$ cat src/rtl/agc_pkg.sv
package agc_pkg;
    typedef enum logic [2:0] {
        ST_IDLE,
        ST_MEASURE,
        ST_LARGE,
        ST_FINE,
        ST_SETTLE,
        ST_DONE
    } agc_state_t;
endpackage

$ cat src/rtl/agc_power_acc.sv
module agc_power_acc #(
    parameter int SAMPLE_W = 12,
    parameter int N_ANT    = 2,
    parameter int WIN_LOG2 = 5,
    localparam int CMP_LOG2 = $clog2(2 * N_ANT),
    localparam int SUM_W    = SAMPLE_W + CMP_LOG2,
    localparam int ACC_W    = SUM_W + WIN_LOG2
) (
    input  logic                      clk,
    input  logic                      rst_n,
    input  logic                      clear,
    input  logic                      add,
    input  logic [N_ANT*SAMPLE_W-1:0] vec_i,
    input  logic [N_ANT*SAMPLE_W-1:0] vec_q,
    output logic [ACC_W-1:0]          acc,
    output logic                      last
);
    logic [SAMPLE_W-1:0] mag [2*N_ANT];
    logic [SUM_W-1:0]    sum;
    logic [ACC_W-1:0]    acc_q;
    logic [WIN_LOG2-1:0] cnt_q;

    for (genvar a = 0; a < N_ANT; a++) begin : g_mag
        logic [SAMPLE_W-1:0] ri, rq;
        assign ri = vec_i[a*SAMPLE_W +: SAMPLE_W];
        assign rq = vec_q[a*SAMPLE_W +: SAMPLE_W];
        assign mag[2*a]   = ri[SAMPLE_W-1] ? (~ri + 1'b1) : ri;
        assign mag[2*a+1] = rq[SAMPLE_W-1] ? (~rq + 1'b1) : rq;
    end

    always_comb begin
        sum = '0;
        for (int k = 0; k < 2 * N_ANT; k++) begin
            sum = sum + SUM_W'(mag[k]);
        end
    end

    always_ff @(posedge clk or negedge rst_n) begin
        if (!rst_n) begin
            acc_q <= '0;
            cnt_q <= '0;
        end else if (clear) begin
            acc_q <= '0;
            cnt_q <= '0;
        end else if (add) begin
            acc_q <= acc_q + ACC_W'(sum);
            cnt_q <= cnt_q + 1'b1;
        end
    end

    assign acc  = acc_q;
    assign last = add && (&cnt_q);
endmodule

$ cat src/rtl/agc_log_conv.sv
module agc_log_conv #(
    parameter int IN_W  = 19,
    parameter int SHIFT = 7,
    parameter int LOG_W = 6,
    localparam int MEAN_W = IN_W - SHIFT
) (
    input  logic [IN_W-1:0]  acc,
    output logic [LOG_W-1:0] log_val
);
    logic [MEAN_W-1:0] mean;
    int                pos;
    logic              frac;

    assign mean = MEAN_W'(acc >> SHIFT);

    always_comb begin
        pos  = 0;
        frac = 1'b0;
        for (int b = 1; b < MEAN_W; b++) begin
            if (mean[b]) begin
                pos  = b;
                frac = mean[b-1];
            end
        end
        log_val = LOG_W'(2 * pos + int'(frac));
    end
endmodule

$ cat src/rtl/agc_gain_step.sv
module agc_gain_step #(
    parameter int GAIN_W   = 6,
    parameter int GAIN_MAX = 32,
    parameter int LOG_W    = 6,
    parameter int STEP_W   = 4
) (
    input  logic [GAIN_W-1:0] gain,
    input  logic [LOG_W-1:0]  pwr_log,
    input  logic [LOG_W-1:0]  target,
    input  logic [STEP_W-1:0] small_step,
    input  logic [STEP_W-1:0] large_step,
    input  logic              sel_large,
    output logic [GAIN_W-1:0] next_gain,
    output logic              on_target
);
    int g, d, r;

    always_comb begin
        g = int'(gain);
        d = int'(target) - int'(pwr_log);
        if (sel_large) begin
            r = g - int'(large_step);
        end else if (d > 0) begin
            r = g + d;
        end else if (d < 0) begin
            r = g + d - int'(small_step);
        end else begin
            r = g;
        end
        if (r < 0) begin
            r = 0;
        end else if (r > GAIN_MAX) begin
            r = GAIN_MAX;
        end
        next_gain = GAIN_W'(r);
        on_target = (d == 0);
    end
endmodule

$ cat src/rtl/two_loop_agc.sv
module two_loop_agc
    import agc_pkg::*;
#(
    parameter int SAMPLE_W = 12,
    parameter int N_ANT    = 2,
    parameter int WIN_LOG2 = 5,
    parameter int GAIN_MAX = 32,
    parameter int STEP_W   = 4,
    parameter int SETTLE_W = 8,
    parameter int MAX_ITER = 6,
    localparam int GAIN_W   = $clog2(GAIN_MAX + 1),
    localparam int LOG_W    = $clog2(2 * SAMPLE_W) + 1,
    localparam int CMP_LOG2 = $clog2(2 * N_ANT),
    localparam int ACC_W    = SAMPLE_W + CMP_LOG2 + WIN_LOG2,
    localparam int ITER_W   = $clog2(MAX_ITER + 1)
) (
    input  logic                      clk,
    input  logic                      rst_n,
    input  logic                      enable,
    input  logic                      start,
    input  logic                      samp_valid,
    input  logic [N_ANT*SAMPLE_W-1:0] samp_i,
    input  logic [N_ANT*SAMPLE_W-1:0] samp_q,
    input  logic                      sat_flag,
    input  logic [GAIN_W-1:0]         cfg_gain_init,
    input  logic [LOG_W-1:0]          cfg_target,
    input  logic [STEP_W-1:0]         cfg_small_step,
    input  logic [STEP_W-1:0]         cfg_large_step,
    input  logic [SETTLE_W-1:0]       cfg_settle,
    output logic [GAIN_W-1:0]         gain_idx,
    output logic                      done
);
    agc_state_t          state_q, state_d;
    logic [GAIN_W-1:0]   gain_q;
    logic [ITER_W-1:0]   loops_q;
    logic [SETTLE_W-1:0] settle_q;
    logic [ACC_W-1:0]    acc;
    logic                win_last;
    logic                acc_clear, acc_add;
    logic [LOG_W-1:0]    pwr_log;
    logic [GAIN_W-1:0]   step_gain;
    logic                on_target;
    logic                iter_hit;
    logic                settle_end;
    logic                restart;
    logic                do_update;
    logic [GAIN_W-1:0]   init_gain;

    agc_power_acc #(
        .SAMPLE_W (SAMPLE_W),
        .N_ANT    (N_ANT),
        .WIN_LOG2 (WIN_LOG2)
    ) u_acc (
        .clk   (clk),
        .rst_n (rst_n),
        .clear (acc_clear),
        .add   (acc_add),
        .vec_i (samp_i),
        .vec_q (samp_q),
        .acc   (acc),
        .last  (win_last)
    );

    agc_log_conv #(
        .IN_W  (ACC_W),
        .SHIFT (WIN_LOG2 + CMP_LOG2),
        .LOG_W (LOG_W)
    ) u_log (
        .acc     (acc),
        .log_val (pwr_log)
    );

    agc_gain_step #(
        .GAIN_W   (GAIN_W),
        .GAIN_MAX (GAIN_MAX),
        .LOG_W    (LOG_W),
        .STEP_W   (STEP_W)
    ) u_step (
        .gain       (gain_q),
        .pwr_log    (pwr_log),
        .target     (cfg_target),
        .small_step (cfg_small_step),
        .large_step (cfg_large_step),
        .sel_large  (state_q == ST_LARGE),
        .next_gain  (step_gain),
        .on_target  (on_target)
    );

    assign iter_hit   = (loops_q + 1'b1) == ITER_W'(MAX_ITER);
    assign settle_end = (cfg_settle == '0) ||
                        (samp_valid && ((settle_q + 1'b1) >= cfg_settle));
    assign init_gain  = (cfg_gain_init > GAIN_W'(GAIN_MAX)) ? GAIN_W'(GAIN_MAX)
                                                           : cfg_gain_init;

    // next-state decision
    always_comb begin
        state_d = state_q;
        if (!enable) begin
            state_d = ST_IDLE;
        end else begin
            unique case (state_q)
                ST_IDLE:    if (start) state_d = ST_MEASURE;
                ST_MEASURE: begin
                    if (sat_flag)      state_d = ST_LARGE;
                    else if (win_last) state_d = ST_FINE;
                end
                ST_LARGE:   state_d = iter_hit ? ST_DONE : ST_SETTLE;
                ST_FINE: begin
                    if (on_target || iter_hit) state_d = ST_DONE;
                    else                       state_d = ST_SETTLE;
                end
                ST_SETTLE:  if (settle_end) state_d = ST_MEASURE;
                ST_DONE:    if (start) state_d = ST_MEASURE;
                default:    state_d = ST_IDLE;
            endcase
        end
    end

    // state register
    always_ff @(posedge clk or negedge rst_n) begin
        if (!rst_n) state_q <= ST_IDLE;
        else        state_q <= state_d;
    end

    assign restart   = enable && start && (state_q == ST_IDLE || state_q == ST_DONE);
    assign do_update = enable && ((state_q == ST_LARGE) ||
                                  (state_q == ST_FINE && !on_target));
    assign acc_clear = (state_d == ST_MEASURE) && (state_q != ST_MEASURE);
    assign acc_add   = enable && (state_q == ST_MEASURE) && samp_valid;

    // gain, iteration and settle registers
    always_ff @(posedge clk or negedge rst_n) begin
        if (!rst_n) begin
            gain_q   <= '0;
            loops_q  <= '0;
            settle_q <= '0;
        end else begin
            if (restart) begin
                gain_q  <= init_gain;
                loops_q <= '0;
            end else if (do_update) begin
                gain_q  <= step_gain;
                loops_q <= loops_q + 1'b1;
            end
            if (state_q != ST_SETTLE) begin
                settle_q <= '0;
            end else if (enable && samp_valid) begin
                settle_q <= settle_q + 1'b1;
            end
        end
    end

    // outputs
    always_comb begin
        gain_idx = gain_q;
        done     = (state_q == ST_DONE);
    end
endmodule

$ cat config.mk
export PLATFORM = sky130hd
export DESIGN_NAME = two_loop_agc
export DESIGN_NICKNAME = d
export VERILOG_FILES = /design/src/rtl/agc_pkg.sv /design/src/rtl/agc_power_acc.sv /design/src/rtl/agc_log_conv.sv /design/src/rtl/agc_gain_step.sv /design/src/rtl/two_loop_agc.sv
export SDC_FILE = /design/constraint.sdc
export NUM_CORES = 1
export LEC_CHECK = 0
export BUFFER_PORTS_ARGS = -buffer_cell sky130_fd_sc_hd__clkbuf_2
export CAP_MARGIN = 25
export CORE_MARGIN = 4
export CORE_UTILIZATION = 55
export CTS_BUF_LIST = sky130_fd_sc_hd__clkbuf_16
export CTS_CLUSTER_DIAMETER = 40
export DETAILED_ROUTE_END_ITERATION = 10
export PLACE_DENSITY = 0.77
export SLEW_MARGIN = 20
export SYNTH_ARGS = -nofsm -noshare
export SYNTH_HDL_FRONTEND = slang
export SYNTH_SLANG_ARGS = --single-unit
$ cat constraint.sdc
create_clock -name clk -period 10.2 [get_ports clk]
set_clock_uncertainty 0.05 [all_clocks]
set_input_delay 2.04 -clock clk [delete_from_list [all_inputs] [get_ports clk]]
set_output_delay 2.04 -clock clk [all_outputs]
set_load 0.03 [all_outputs]
==> impl_metrics.json, run 1 <==
{
  "outcome": "completed",
  "grt_max_degree": 45,
  "vdd_drop_max_v": 0.0002211,
  "cap_viol_max_count": 0,
  "via_per_inst": 5.756,
  "synth_fp_nets": 1042,
  "fin_total_pwr_uw": 2453,
  "ys_top_cells_by_area": "dfrtp_1, ha_1, xnor2_1",
  "netlist_top_cells_count": "ha_1, nor2_1, nand2_1",
  "clock-sinks": 44,
  "final-hold-violation-count": 0,
  "grt_pass1_wl_microns": 26270,
  "synth_cell_types": 68,
  "drt-wirelength-per-cell_microns": 14.03,
  "multiInputGateArea_sq_mm": 0.005234,
  "worst_pin_slew_ns": 0.8921,
  "cts_root_buf": "clkbuf_16",
  "critical_path_peak_fanout": 6,
  "firstDrtPassIters": 5,
  "gp_congestion": 0.9758,
  "die_h_microns": 118.3,
  "avgSynthCellArea_sq_um": 7.805,
  "end_kind": "flop",
  "async_reset_ff_share_pct": 100.0,
  "area_delta_synth_final_pct": 10.78,
  "die_w_microns": 118.3,
  "tns_ns": 0,
  "drt_wl_total_microns": 15170,
  "antenna_cells": 0,
  "dpl_cell_area_sq_mm": 0.007256,
  "htreeDepth": 2,
  "syn_inst": 858,
  "core_area_sq_mm": 0.01196,
  "die_area_sq_mm": 0.01400,
  "core.rowCount": 40,
  "cts_resized": 0,
  "yosysWarningCount": 0,
  "relSlewSlack_pct": 40.52,
  "portBuffers": 88,
  "register_area_sq_mm": 0.001101,
  "hold_class": "reg2reg",
  "final_cell_area_sq_mm": 0.007418,
  "drive_gt1_share_pct": 12.53,
  "n_fill_cell": 1111,
  "synth_area_leader_cell": "dfrtp_1",
  "overflow": 0,
  "initial_core_util_pct": 55.98,
  "yosysMostFrequentCell": "ha_1",
  "cts_tree": "built",
  "power_density_mw_per_mm2": 330.7,
  "clkLatencyLatePin_ns": 0.28,
  "grtUsageTotal_pct": 21.61,
  "synthFlopType": "dfrtp_1",
  "synth_area_sq_mm": 0.006696,
  "period_share_pct": 72.05,
  "fmax_ghz": 0.1361,
  "p_leak_uw": 0.003442,
  "drv_slew": 0,
  "io_pins": 89,
  "final-setup-viol-count": 0,
  "rsz0062_at_grt": "no",
  "clockBufferDepth": 2,
  "fin_crit_ns": 7.350,
  "drc_errors": 0,
  "startpoint_type": "input pin",
  "synth_top_cell_area_share_pct": 16.44,
  "grt_pass1_vias": 5870,
  "num_vias": 6222,
  "worstSetupPathType": "in2reg",
  "ys_ff_latch": 44,
  "cts_setup_buffers": 0,
  "drtAntennaViolNets": 0,
  "layout.nets": 1117,
  "drt_iter0_drc": 303,
  "cts_made_buffers": 5,
  "antenna_found_initial": 0,
  "clkTransAtPathRegs_ns": 0.06,
  "hold_slack_ns": 0.4828,
  "crit_arrival_ns": 7.50,
  "synth_edf_count": 0,
  "dpl.hpwl_microns": 12370,
  "required_ns": 10.35,
  "synth-seq-area-share_pct": 16.44,
  "cts_hold_buffers": 0
}
==> flip-flops by register name, indices dropped and copies added (netlist names) <==
| register | count |
|---|---|
| u_acc.acc | 19 |
| settle_q | 8 |
| gain_idx | 6 |
| u_acc.cnt_q | 5 |
| loops_q | 3 |
| state_q | 3 |
==> path summary, 6_finish.rpt <==
| path | startpoint | to | slack (ns) | cells past startpoint |
|---|---|---|---|---|
| setup / recovery | samp_q[0] | u_acc.acc[18]$_DFFE_PN0P_ | 2.85 | 28 |
| hold / removal | loops_q[2]$_DFFE_PN0P_ | loops_q[2]$_DFFE_PN0P_ | 0.48 | 1 |
| setup reg to reg | u_acc.acc[10]$_DFFE_PN0P_ | gain_idx[2]$_DFFE_PN0P_ | 3.51 | 28 |
| hold reg to reg | loops_q[2]$_DFFE_PN0P_ | loops_q[2]$_DFFE_PN0P_ | 0.48 | 1 |
| max in group asynchronous | rst_n | u_acc.acc[4]$_DFFE_PN0P_ | 7.95 | 2 |
| min in group asynchronous | rst_n | loops_q[2]$_DFFE_PN0P_ | 1.77 | 2 |
==> logic make-up after synthesis <==
family                   count (synthesis)  share of synthesized area, %
AO/OA/AOI/OAI                          235                         23.45
XOR/XNOR                                91                         11.90
adder cells (fa/ha/maj)                102                         21.19
buffers and inverters                   95                         5.400
flip-flops                              44                         16.44
multiplexers                             4                        0.5979
AND/OR/NAND/NOR                        287                         21.02
==> power breakdown <==
part	total (uW)	internal [uW]	leakage [uW]	switching, uW
clock	178	114	0.0000789	64.5
combinational	2030	868	0.00277	1160
sequential	247	204	0.000595	42.7
total	2450	1190	0.00344	1270
==> layout make-up <==
cell class                      instances  area share, %
Clock buffer                            5          1.687
Clock inverter                          3         0.5060
Tap cell                              147          2.479
Sequential cell                        44          14.84
Inverter                               71          3.593
Timing Repair Buffer                   92          6.342
Multi-Input combinational cell        719          70.55
==> critical path, stage by stage <==
cell and delay, ns:
clkbuf_2 0.15, inv_1 0.06, ha_1 0.28, nand2_1 0.06
o21ai_0 0.15, ha_1 0.32, a21o_1 0.17, a21oi_1 0.22
o21bai_1 0.09, a21oi_1 0.21, o21bai_1 0.08, a21oi_1 0.22
o21ai_0 0.16, nor2_1 0.14, xnor2_1 0.17, fa_1 0.43
ha_1 0.36, nand2_1 0.06, o21ai_0 0.23, nor2_1 0.08
xnor2_1 0.13, ha_1 0.29, or2_2 0.29, a21oi_1 0.23
a31oi_1 0.10, a41oi_1 0.44, o21ai_0 0.17, a21oi_1 0.15
==> stage by stage <==
| stage | util (%) | worst slack (ns) | std cells |
|---|---|---|---|
| final | 62.02 | 2.850 | 1081 |
| after global routing | 62.02 | 2.389 | 1081 |
| after floorplan | - | 3.249 | 858 |
| after global placement | 60.66 | 2.651 | 1073 |
| after detailed placement | 60.66 | 2.548 | 1073 |
| after CTS | 62.02 | 2.843 | 1081 |
==> cell usage in the layout (no fill, tap or decap), drive strengths merged, types with 6 or more instances in the layout <==
cell     Yosys  final
xor2        24     24
o2111ai      6      6
or3          9      9
a21oi       65     65
nand2       77     77
nor2        78     78
fa          19     19
a211oi      11     11
o21bai      13     13
and3         7      7
nand4        6      6
a21o        12     12
ha          83     83
and2         8      8
nor2b       14     14
inv         71     71
nand2b      12     12
dfrtp       44     44
nor3        22     22
o41ai       10     10
xnor2       67     67
o21a         7      7
o31ai       13     13
o21ai       52     52
nand3       18     18
clkbuf      20     93
or4         11     11
==> layer usage <==
layer / wire length [microns] / track usage, % / part of all wire [%] / vias to the layer above
met5: 0 / 0 / 0 / -
li1: - / - / - / 3234
met2: 6647 / 35.66 / 44 / 186
met4: 255 / 4.762 / 1.7 / 0
met3: 795 / 2.249 / 5.2 / 17
met1: 7471 / 30.57 / 49 / 2785
Power figures use the tool's default switching activity.
==> run 2: changes to the inputs <==
ABC_AREA = 1   (was unset)
PLACE_DENSITY = 0.79   (was 0.77)
clock period = 6.6 ns   (was 10.2 ns; I/O delays follow)
==> run 2 against run 1 <==
  * Count of clock-buffer cells in the layout unchanged
  * Hold slack got worse by 0.037 ns
  * First-iteration DRC count grew 79%
  * Synthesized cell count up 25%
  * Sequential share of layout area shrank 1.3 points
  * Via count up 15%
  * Clock power rose by 32%
  * Utilization up 2.1 points
  * Setup slack worse by 2.6 ns
  * Combinational power increased by 64%
  * Global-route usage rose by 1.1 points
==> impl_metrics.json, run 2 <==
{
  "n_fill_cell": 1199,
  "initial_core_util_pct": 56.42,
  "core.rowCount": 41,
  "synthFlopType": "dfrtp_1",
  "switching_power_uw": 2227,
  "outcome": "completed",
  "reg2reg_to": "gain_idx[5]$_DFFE_PN0P_",
  "yosysMostFrequentCell": "nand2_1",
  "period_share_pct": 95.48,
  "synth-seq-area-share_pct": 15.40,
  "required_ns": 6.77,
  "min_from": "u_acc.acc[4]$_DFFE_PN0P_",
  "fmax_ghz": 0.1587,
  "synth_cell_types": 54,
  "power_density_mw_per_mm2": 486.2,
  "num_vias": 7159,
  "clkLatencyLatePin_ns": 0.29,
  "synth_top_cell_area_share_pct": 15.40,
  "syn_inst": 1075,
  "drtAntennaViolNets": 0,
  "clkTransAtPathRegs_ns": 0.06,
  "portBuffers": 88,
  "area_delta_synth_final_pct": 13.67,
  "overflow": 0,
  "yosysWarningCount": 0,
  "worstSetupPathType": "in2reg",
  "drv_slew": 0,
  "via_per_inst": 5.287,
  "ys_ff_latch": 44,
  "cts_hold_buffers": 0,
  "cts_made_buffers": 5,
  "avgSynthCellArea_sq_um": 6.651,
  "htreeDepth": 2,
  "grt_pass1_vias": 6632,
  "rsz0062_at_grt": "yes",
  "synth_fp_nets": 1259,
  "hold_end": "u_acc.acc[4]$_DFFE_PN0P_",
  "synth_edf_count": 0,
  "share_comb_of_total_power_pct": 84.3,
  "drt_iter0_drc": 543,
  "critical_path_peak_fanout": 3,
  "worst_path_max_delay_cell": "fa_2",
  "cts_tree": "built",
  "synth_area_leader_cell": "dfrtp_1",
  "final-setup-viol-count": 0,
  "drt_wl_total_microns": 16890,
  "relSlewSlack_pct": 43.46,
  "largest_reg_flops": 19,
  "synth_area_sq_mm": 0.007149,
  "p_sw_share_pct": 56.37,
  "hold_class": "reg2reg",
  "firstDrtPassIters": 7,
  "startpoint_type": "input pin",
  "fin_total_pwr_uw": 3951,
  "fin_crit_ns": 6.302,
  "die_w_microns": 122.0,
  "die_area_sq_mm": 0.01489,
  "gp_congestion": 0.9467,
  "clockBufferDepth": 2,
  "netlist_top_cells_count": "nand2_1, inv_1, nor2_1",
  "vdd_drop_max_v": 0.0002800,
  "rr_worst_depth": 43,
  "clockPowerShare_pct": 6.0,
  "grt_pass1_wl_microns": 28330,
  "layout_common_cells": "nand2_1, inv_1, nor2_1",
  "antenna_cells": 0,
  "cpPeakStageDelay_ns": 0.60,
  "cpMostUsedCell": "nand2_1",
  "dpl.hpwl_microns": 14030,
  "core_area_sq_mm": 0.01267,
  "clock-sinks": 44,
  "mostFrequentLayoutCell": "nand2_1",
  "drive_gt1_share_pct": 14.97,
  "p_int_uw": 1724,
  "io_pins": 89,
  "ys_top_cells_by_area": "dfrtp_1, ha_1, nand2_1",
  "pwr-share-seq_pct": 9.8,
  "p_leak_uw": 0.004445,
  "grt_max_degree": 45,
  "worstReg2RegStart": "u_acc.acc[14]$_DFFE_PN0P_",
  "r2r_slack_ns": 1.01,
  "worst_pin_slew_ns": 0.8472,
  "final-hold-violation-count": 0,
  "grtUsageTotal_pct": 22.67,
  "antenna_found_initial": 0,
  "layout.nets": 1366,
  "drt-wirelength-per-cell_microns": 12.47,
  "die_h_microns": 122.0,
  "drc_errors": 0,
  "tns_ns": 0,
  "cts_root_buf": "clkbuf_16",
  "hold_depth": 2,
  "hold_slack_ns": 0.4463,
  "crit_arrival_ns": 6.47,
  "async_reset_ff_share_pct": 100.0,
  "end_kind": "flop",
  "cap_viol_max_count": 0
}
-- run 2: cell count changes after synthesis, moves of 12 or more --
cell,change
clkbuf_1,-17
inv_1,+121
nand2_1,+121
nand2b_1,-12
nand3_1,+38
nor2_1,+45
nor2b_1,-14
nor3_1,+12
xnor2_1,-51
xor2_1,+39
-- run 2: through the flow --
step / std cells / area [sq um] / utilization, % / setup WS, ns
after global placement: 1344 / 7879 / 62.18 / 0.08481
after floorplan: 1075 / 7149 / - / 0.3753
final: 1354 / 8127 / 64.14 / 0.2982
after global routing: 1354 / 8127 / 64.14 / -0.07971
after CTS: 1351 / 8011 / 63.23 / 0.2156
after detailed placement: 1344 / 7879 / 62.18 / -0.06325
-- run 2: how the worst max path moves through the flow --
stage	from	depth (start not counted)	slack (ns)	end
global route	samp_q[1]	35	-0.08	u_acc.acc[18]$_DFFE_PN0P_
CTS	samp_q[1]	37	0.22	u_acc.acc[17]$_DFFE_PN0P_
finish	samp_q[1]	33	0.30	u_acc.acc[16]$_DFFE_PN0P_
floorplan	samp_q[0]	37	0.38	u_acc.acc[18]$_DFFE_PN0P_
detailed placement	samp_q[1]	37	-0.06	u_acc.acc[17]$_DFFE_PN0P_
global placement	samp_q[0]	38	0.08	u_acc.acc[18]$_DFFE_PN0P_
-- run 2: power groups by stage --
stage / clock, uW / combinational (uW) / sequential, uW
3_3_place_gp: 0 / 3170 / 388
2_1_floorplan: 0 / 2520 / 398
3_5_place_dp: 0 / 3220 / 390
4_1_cts: 241 / 3240 / 384
6_report: 235 / 3330 / 386
5_1_grt: 252 / 3780 / 393
-- run 2: layer usage --
layer	vias to the layer above	global-route usage, %	wire [microns]	part of all wire [%]
met5	-	0	0	0
met4	0	4.272	219	1.3
met3	24	2.600	859	5.1
met2	204	39.85	8206	49
met1	3215	30.31	7604	45
li1	3716	-	-	-
-- run 2: worst max-delay path, delay by kind of cell --
kind | cells | cell delay [ns]
AND/OR/NAND/NOR | 9 | 0.73
buffers and inverters | 6 | 0.55
adder cells (fa/ha/maj) | 6 | 2.19
XOR/XNOR | 1 | 0.13
AO/OA/AOI/OAI | 11 | 1.54
-- run 2: logic make-up (layout without fill, tap and decap cells) --
logic type	Yosys count	count (layout)	synth area share (%)
AO/OA/AOI/OAI	179	179	14.72
adder cells (fa/ha/maj)	102	102	19.85
AND/OR/NAND/NOR	465	465	29.31
flip-flops	44	44	15.40
XOR/XNOR	79	79	9.678
buffers and inverters	206	313	11.04
-- run 2: layout make-up --
type                       count  area [sq um]  share of cell area (%)
clock inverter                 2         7.507                 0.09238
multi-input combinational    825          5351                   65.85
clock buffer                   5         125.1                   1.540
sequential                    44          1101                   13.55
timing repair buffer         106         575.6                   7.082
inverter                     200         750.7                   9.238
tap                          172         215.2                   2.648
-- run 2: what timing repair did --
item / in CTS / in global routing
endpoints found under the hold margin: 0 / 0
gates resized for setup: 0 / 30
setup endpoints to repair: 0 / 6
setup buffers: 0 / 3
==> run 3: changes to the inputs <==
CORE_UTILIZATION = 40   (was 55)
PLACE_DENSITY = unset   (was 0.79)
clock period = 7.29 ns   (was 6.6 ns; I/O delays follow)
==> run 3 against run 2 <==
  * Sequential share of layout area increased by 0.17 points
  * Die area grew 35%
  * Largest power group unchanged
  * Highest routed layer unchanged
  * Critical path type unchanged
  * Via count is 2.8% lower
  * Utilization decreased by 18 points
==> impl_metrics.json, run 3 (same netlist as run 2, synthesis figures left out) <==
{
  "outcome": "completed",
  "drtAntennaViolNets": 0,
  "largest_reg_flops": 19,
  "worstSetupPathType": "in2reg",
  "core_area_sq_mm": 0.01742,
  "htreeDepth": 2,
  "antenna_cells": 0,
  "end_kind": "flop",
  "final_cell_area_sq_mm": 0.008024,
  "via_per_inst": 4.996,
  "drt_iter0_drc": 398,
  "clockBufferDepth": 2,
  "antenna_found_initial": 0,
  "grt_pass1_vias": 6599,
  "cts_root_buf": "clkbuf_16",
  "initial_core_util_pct": 41.05,
  "grtUsageTotal_pct": 17.52,
  "power_density_mw_per_mm2": 435.8,
  "final-setup-viol-count": 0,
  "fin_crit_ns": 6.606,
  "critical_path_peak_fanout": 4,
  "layout_common_cells": "nand2_1, inv_1, nor2_1",
  "grt_max_degree": 45,
  "vdd_drop_max_v": 0.0003383,
  "clkLatencyLatePin_ns": 0.29,
  "startpoint_type": "input pin",
  "worst_pin_slew_ns": 0.7255,
  "worst_path_max_delay_cell": "fa_1",
  "drt_wl_total_microns": 17210,
  "die_area_sq_mm": 0.02008,
  "cpPeakStageDelay_ns": 0.44,
  "required_ns": 7.42,
  "area_delta_synth_final_pct": 12.23,
  "core.rowCount": 48,
  "relSlewSlack_pct": 51.58,
  "dpl.hpwl_microns": 14540,
  "cts_setup_buffers": 0,
  "hold_class": "reg2reg",
  "hold_slack_ns": 0.4453,
  "period_share_pct": 90.62,
  "die_h_microns": 141.7,
  "cap_viol_max_count": 0,
  "firstDrtPassIters": 5,
  "clock-sinks": 44,
  "mostFrequentLayoutCell": "nand2_1",
  "clkTransAtPathRegs_ns": 0.06,
  "die_w_microns": 141.7,
  "fmax_ghz": 0.1514,
  "crit_buf_inv": 5,
  "drc_errors": 0,
  "layout.nets": 1351,
  "overflow": 0,
  "cpMostUsedCell": "nand2_1",
  "grt_pass1_wl_microns": 30060,
  "crit_arrival_ns": 6.74,
  "final-hold-violation-count": 0,
  "critPathTopFamily": "adder cells",
  "gp_congestion": 0.9155,
  "io_pins": 89,
  "p_leak_uw": 0.004378,
  "drt-wirelength-per-cell_microns": 12.35,
  "cts_made_buffers": 5,
  "dpl_cell_area_sq_mm": 0.007855,
  "portBuffers": 88,
  "drv_slew": 0,
  "drive_gt1_share_pct": 12.07,
  "n_fill_cell": 1859,
  "cts_tree": "built",
  "num_vias": 6960
}
==> run 3: cell types whose count changed in the layout (fill, tap and decap cells not counted), sizes merged <==
cell	previous run	this run
buf	18	3
bufinv	0	1
clkinv	3	2
inv	199	200
==> run 3: routing by layer <==
metal | track usage (%) | up-vias | wire length [microns]
li1 | - | 3682 | -
met1 | 25.14 | 3115 | 8487
met2 | 28.76 | 147 | 7783
met3 | 2.494 | 16 | 780
met4 | 2.323 | 0 | 153
met5 | 0 | - | 0
==> run 3: metrics by stage <==
stage	setup WS, ns	total power (uW)	utilization (%)	instances	setup TNS (ns)
6_report	0.6835	3497	46.07	1393	0
5_1_grt	-0.02616	3987	46.07	1393	-0.02616
4_1_cts	0.5525	3499	46.04	1393	0
3_5_place_dp	0.2522	3219	45.10	1385	0
3_3_place_gp	0.3944	3218	45.10	1385	0
2_1_floorplan	0.9273	2640	-	1075	0
==> run 3: final timing paths <==
path	end	cells after the start	slack, ns	start
max in group asynchronous	loops_q[1]$_DFFE_PN0P_	2	5.60	rst_n
worst min-delay path	u_acc.acc[4]$_DFFE_PN0P_	2	0.45	u_acc.acc[4]$_DFFE_PN0P_
worst max-delay path	u_acc.acc[18]$_DFFE_PN0P_	38	0.68	samp_q[0]
min in group asynchronous	u_acc.acc[2]$_DFFE_PN0P_	2	1.19	rst_n
worst min register to register	u_acc.acc[4]$_DFFE_PN0P_	2	0.45	u_acc.acc[4]$_DFFE_PN0P_
worst max register to register	gain_idx[5]$_DFFE_PN0P_	43	1.62	u_acc.acc[14]$_DFFE_PN0P_
==> run 3: power breakdown <==
group	internal [uW]	switching, uW
registers	289	60.9
logic	1070	1820
clock network	160	96.4
total	1520	1980
==> run 3: cell type report <==
class | instances | area (sq um) | area share (%)
multi-input combinational | 825 | 5264 | 65.60
sequential | 44 | 1101 | 13.72
inverter | 200 | 750.7 | 9.356
timing repair buffer | 91 | 462.9 | 5.770
tap | 225 | 281.5 | 3.508
clock buffer | 5 | 125.1 | 1.559
clock inverter | 3 | 38.79 | 0.4834
==> run 3: worst register-to-register path, delay by kind of cell (launching register included) <==
family	cells	cell delay, ns
adders and majority gates	4	1.28
AOI/OAI and AO/OA	3	0.41
buffers and inverters	6	0.38
and+or+nand+nor	30	2.98
DFF	1	0.45
==> run 3: repair_timing <==
| action | in CTS | in global routing |
|---|---|---|
| hold endpoints to repair | 0 | 0 |
| hold buffers | 0 | 0 |
| gates resized for setup | 0 | 3 |
| setup endpoints to repair | 0 | 3 |
